File: src/rtl/dreq_pkg.sv
package dreq_pkg;
  typedef enum logic [1:0] {
    SMP_LOW  = 2'b00,
    SMP_FALL = 2'b01,
    SMP_HIGH = 2'b10,
    SMP_RISE = 2'b11
  } smp_mode_e;

  function automatic logic mode_is_edge(input logic [1:0] m);
    return m[0];
  endfunction

  function automatic logic mode_active_high(input logic [1:0] m);
    return m[1];
  endfunction

  // edge qualified by polarity: rising when active-high, falling otherwise
  function automatic logic edge_match(input logic [1:0] m, input logic cur, input logic prv);
    return mode_active_high(m) ? (cur & ~prv) : (~cur & prv);
  endfunction
endpackage

File: src/rtl/dreq_sync.sv
module dreq_sync #(
  parameter int W      = 4,
  parameter int STAGES = 2
) (
  input  logic         clk,
  input  logic         rst_n,
  input  logic [W-1:0] d_i,
  output logic [W-1:0] q_o
);
  logic [STAGES-1:0][W-1:0] stg_q;

  always_ff @(posedge clk or negedge rst_n) begin
    if (!rst_n) begin
      stg_q <= '0;
    end else begin
      stg_q[0] <= d_i;
      for (int i = 1; i < STAGES; i++) stg_q[i] <= stg_q[i-1];
    end
  end

  assign q_o = stg_q[STAGES-1];
endmodule

File: src/rtl/dreq_chan.sv
module dreq_chan
  import dreq_pkg::*;
#(
  parameter bit HAS_PIN = 1'b1
) (
  input  logic       clk,
  input  logic       rst_n,
  input  logic       smp_i,
  input  logic       wr_i,
  input  logic [1:0] wr_mode_i,
  input  logic       src_ext_i,
  input  logic       ack_i,
  output logic [1:0] mode_o,
  output logic       edge_o,
  output logic       pend_o,
  output logic       req_o
);
  logic [1:0] mode_q, mode_d;
  logic       prev_q;
  logic       pend_q, pend_d;
  logic       active;

  assign active = src_ext_i & HAS_PIN;
  assign mode_d = wr_i ? wr_mode_i : mode_q;

  always_ff @(posedge clk or negedge rst_n) begin
    if (!rst_n) begin
      mode_q <= SMP_LOW;
      prev_q <= 1'b0;
      pend_q <= 1'b0;
    end else begin
      mode_q <= HAS_PIN ? mode_d : 2'b00;
      prev_q <= smp_i;
      pend_q <= pend_d;
    end
  end

  assign edge_o = active & mode_is_edge(mode_q) & edge_match(mode_q, smp_i, prev_q);
  assign pend_d = edge_o | (pend_q & ~ack_i & active & mode_is_edge(mode_q));

  always_comb begin
    if (mode_is_edge(mode_q)) req_o = active & pend_q;
    else                      req_o = active & (smp_i == mode_active_high(mode_q));
  end

  assign mode_o = mode_q;
  assign pend_o = pend_q;
endmodule

File: src/rtl/dreq_sampler.sv
module dreq_sampler
  import dreq_pkg::*;
#(
  parameter int NUM_CH      = 8,
  parameter int NUM_PIN_CH  = 4,
  parameter int SYNC_STAGES = 2,
  localparam int CH_W       = $clog2(NUM_CH)
) (
  input  logic                  clk,
  input  logic                  rst_n,
  input  logic [NUM_PIN_CH-1:0] req_pin_i,
  input  logic [NUM_CH-1:0]     src_ext_i,
  input  logic [NUM_CH-1:0]     ack_i,
  input  logic                  mode_wr_en_i,
  input  logic [CH_W-1:0]       mode_wr_ch_i,
  input  logic [1:0]            mode_wr_data_i,
  input  logic [CH_W-1:0]       mode_rd_ch_i,
  output logic [1:0]            mode_rd_data_o,
  output logic [NUM_CH-1:0]     req_o
);
  logic [NUM_PIN_CH-1:0]   sync_w;
  logic [NUM_CH-1:0][1:0]  mode_w;
  logic [NUM_CH-1:0]       edge_w;
  logic [NUM_CH-1:0]       pend_w;

  dreq_sync #(.W(NUM_PIN_CH), .STAGES(SYNC_STAGES)) sync_i (
    .clk  (clk),
    .rst_n(rst_n),
    .d_i  (req_pin_i),
    .q_o  (sync_w)
  );

  for (genvar c = 0; c < NUM_CH; c++) begin : g_ch
    logic smp;
    logic wr_hit;
    if (c < NUM_PIN_CH) begin : g_pin
      assign smp = sync_w[c];
    end else begin : g_nopin
      assign smp = 1'b0;
    end
    assign wr_hit = mode_wr_en_i && (mode_wr_ch_i == CH_W'(c));

    dreq_chan #(.HAS_PIN(c < NUM_PIN_CH)) chan_i (
      .clk      (clk),
      .rst_n    (rst_n),
      .smp_i    (smp),
      .wr_i     (wr_hit),
      .wr_mode_i(mode_wr_data_i),
      .src_ext_i(src_ext_i[c]),
      .ack_i    (ack_i[c]),
      .mode_o   (mode_w[c]),
      .edge_o   (edge_w[c]),
      .pend_o   (pend_w[c]),
      .req_o    (req_o[c])
    );
  end

  assign mode_rd_data_o = mode_w[mode_rd_ch_i];
endmodule

File: config.mk
export PLATFORM = sky130hd
export DESIGN_NAME = dreq_sampler
export DESIGN_NICKNAME = d
export VERILOG_FILES = /design/src/rtl/dreq_pkg.sv /design/src/rtl/dreq_sync.sv /design/src/rtl/dreq_chan.sv /design/src/rtl/dreq_sampler.sv
export SDC_FILE = /design/constraint.sdc
export NUM_CORES = 1
export LEC_CHECK = 0
export CAP_MARGIN = 15
export CORE_MARGIN = 2
export CORE_UTILIZATION = 47
export DETAILED_ROUTE_END_ITERATION = 12
export GPL_ROUTABILITY_DRIVEN = 0
export PLACE_DENSITY = 0.8
export SYNTH_ARGS = -nofsm -noshare
export SYNTH_HDL_FRONTEND = slang
export SYNTH_HIERARCHICAL = 1
export SYNTH_SLANG_ARGS = --single-unit
File: constraint.sdc
create_clock -name clk -period 3.42 [get_ports clk]
set_input_delay 0.513 -clock clk [delete_from_list [all_inputs] [get_ports clk]]
set_output_delay 0.513 -clock clk [all_outputs]
set_load 0.03 [all_outputs]
* Word level (Yosys, flattened, before mapping)
Cells that the tools add are included.
Storage, ports and cells: output and inout bits 10, word-level logic and storage cells 89, bits in registers 24, input bits 31
Cells by class: $lt $le $gt $ge 1, bitwise logic cells 52, mux-type cells 10, reduce and logical (&&, ||, !) cells 5, equal/unequal tests 7
Operator list (count):
- $and 1x1->1 | 36
- $not 1->1 | 12
- $mux 1 | 8
- $bmux 2 s3 | 1
- $eq 3x2->1 const B | 2
- $eq 1x1->1 | 4
- $logic_and 1x1->1 | 4
- $lt 3x4->1 const B | 1
- $or 1x1->1 | 4
- $eq 3x1->1 const B | 1
- $logic_not 3->1 | 1
- $mux 2 | 1

* Depth between registers and ports, before layout
depth after elaboration 5, gate-level depth with buffers 4, depth with buffers taken out 3

* Cells and area by module
Netlist, hierarchy kept.
Modules (own cells, without submodules):
- dreq_chan (g_ch[0].chan_i ...) | area an instance 186.4 µm², instances 4, seq. area each 100.1 µm², cells an instance 17
- dreq_sync | area an instance 230.2 µm², instances 1, seq. area each 200.2 µm², cells an instance 12
- dreq_sampler | area an instance 190.2 µm², instances 1, seq. area each 0.0 µm², cells an instance 20
- dreq_chan (g_ch[4].chan_i ...) | area an instance 41.3 µm², instances 4, seq. area each 0.0 µm², cells an instance 6

* Worst setup path after synthesis
OpenSTA, ideal clock, no wires.
path type in2out, from input port mode_rd_ch_i[0], to output port mode_rd_data_o[0], stages on the path 2, slack 1535 ps, arrival 1372 ps, cells stage by stage mux4_1 mux2_2
On the way: cells in the longest elaborated chain, start to end 2
Ends and longest elaborated chain:
- start, declared | line dreq_sampler.sv:17 | input logic [CH_W-1:0] mode_rd_ch_i,
- $bmux 2 s3 | line dreq_sampler.sv:58 | assign mode_rd_data_o = mode_w[mode_rd_ch_i];
- $mux 2 (implied by the code) | line dreq_sampler.sv:58
- end, declared | line dreq_sampler.sv:18 | output logic [1:0] mode_rd_data_o,
No other way between the ends. The select of a mux whose other input is x is not followed.

* Worst setup path in the final report
Same ends and word-level chain as after synthesis.

==> flow_summary.yaml <==
status:
  status: "finished, final reports clean"
timing:
  fin_hold_ws_ns: 0.3646
  finalSetupViolations: 0
  rsz0062_at_grt: "no"
  fin_tns_setup_ns: 0
  fin_crit_sh_pct: 89.67
  slew_violations: 0
  skew_ns: 0.002460
  hold_violations: 0
  worst_slew_margin_rel_pct: 32.10
  fmaxAchievable_mhz: 326.1
  setup_ws_ns: 0.3532
  fin_crit_ns: 3.067
  worst_slew_pin_slew_ns: 1.015
global_routing:
  grt_pass1_wl_mm: 3.118
  grt_pass1_vias: 758
  gr-total-overflow: 0
  grt_max_degree: 25
  grtUsageTotal_pct: 14.35
  antenna_found_initial: 0
critical_path:
  worstSetupEndpointType: "output port"
  start_kind: "input pin"
  critPathMaxFanout: 4
  crit_arrival_ns: 2.55
  worst-setup-path-type: "input pin to output port"
  crit_required_ns: 2.91
power:
  switching_power_uw: 184.2
  p_leak_nw: 0.6518
  cellPowerDensity_nw_per_um2: 439.9
  irDropWorstVdd_mv: 0.3647
  pwr-share-seq_pct: 53.1
  p_clk_share_pct: 21.3
  sw_frac_of_total_pct: 28.07
  pwr-share-comb_pct: 25.5
  p_int_uw: 471.9
drt:
  first_pass_iters: 2
  wl_mm: 1.872
  ant_nets: 0
  drc_errors: 0
  wl_per_cell_um: 11.77
  vias_per_cell: 4.849
  vias: 771
  drtIter0Drc: 4
finish:
  seq_area_sq_um: 600.6
  diodes: 0
  most-common-layout-cells: "clkdlybuf4s50_1 (28), dfrtp_1 (24), conb_1 (12)"
  drive_gt1_share_pct: 7.752
  multi_input_area_sq_um: 536.8
  fin_nets: 161
  stdcell_area_sq_um: 1491
  final_common_cell: "clkdlybuf4s50_1"
  area_growth_pct: 21.51
  final.fill_count: 214
cts:
  path_clk_slew_ns: 0.12
  post-cts-setup-buffer-count: 0
  insertion_delay_ns: 0.30
  cts_hold_buf: 0
  clkSinkCount: 24
  clockRootBuffer: "clkbuf_4"
  clk_path_buf_depth: 2
  cts_tree: "built"
  htree_levels: 1
  cts-resized-gates: 0
  cts_buffers: 3
floorplanning:
  die_y_um: 55.11
  start_util_pct: 49.55
  die-width_um: 55.11
  core_area_sq_um: 2477
  dieArea_sq_um: 3037
  num_rows: 18
  io_pins: 41
placement:
  dpl_worst_slack_ns: 0.3274
  place_area_sq_um: 1455
  io_buffers: 28
  place_hpwl_mm: 1.551
synth:
  synthCells: 105
  synth_area_sq_um: 1227
  yosys_warnings: 6
  syn_area_per_cell_sq_um: 11.69
run:
  max_cap_violations: 0
worst_hold_path:
  hold_class: "flop to flop"
-- metrics by stage --
stage	utilization, %	std cells	power [mW]
6_report	60.20	159	0.6561
5_1_grt	60.20	159	0.6993
4_1_cts	60.20	159	0.6663
3_5_place_dp	58.74	155	0.5244
3_3_place_gp	58.74	155	0.5153
2_1_floorplan	-	113	0.4611
-- power groups by stage --
stage	combinational, mW	clock (mW)	sequential, mW
final	0.168	0.140	0.349
after global routing	0.184	0.161	0.354
after CTS	0.170	0.147	0.349
after detailed placement	0.170	0	0.355
after global placement	0.163	0	0.352
after floorplan	0.119	0	0.342
-- flip-flops by register name (all words and copies together) (netlist names) --
signal,cells
sync_i/stg_q,4
sync_i/q_o,4
g_ch.chan_i/prev_q,4
g_ch.chan_i/pend_o,4
g_ch.chan_i/mode_o,8
-- worst paths after layout --
| check | start | endpoint | slack (ns) | cells after the start |
|---|---|---|---|---|
| min reg2reg | sync_i/stg_q[2] | sync_i/q_o[2] | 0.36 | 0 |
| max reg2reg | g_ch[3].chan_i/mode_o[1] | g_ch[3].chan_i/pend_o | 2.49 | 3 |
| max in group asynchronous | rst_n | g_ch[2].chan_i/prev_q | 2.05 | 1 |
| min in group asynchronous | rst_n | g_ch[0].chan_i/pend_o | 0.76 | 1 |
| max | mode_rd_ch_i[0] | mode_rd_data_o[0] | 0.35 | 4 |
| min | sync_i/stg_q[2] | sync_i/q_o[2] | 0.36 | 0 |
-- worst max-delay path: stages --
cell and delay (ns):
clkdlybuf4s50_1 0.58, mux4_1 0.59, mux2_2 0.28, clkdlybuf4s50_1 0.59
-- routing by layer --
layer / vias to the layer above / wire [um] / share of wire (%) / GRT usage [%]
li1: 381 / - / - / -
met4: 0 / 10 / 0.53 / 4.878
met2: 21 / 945 / 50 / 25.00
met5: - / 0 / 0 / 0
met1: 367 / 815 / 44 / 18.41
met3: 2 / 101 / 5.4 / 1.882
-- final cells by class --
cell class / instances / area share [%]
flip-flops and latches: 24 / 40.27
repair buffers: 28 / 18.79
well taps: 30 / 2.517
multi-input cells: 73 / 35.99
clock buffers: 4 / 2.433
Power figures use the tool's default switching activity.
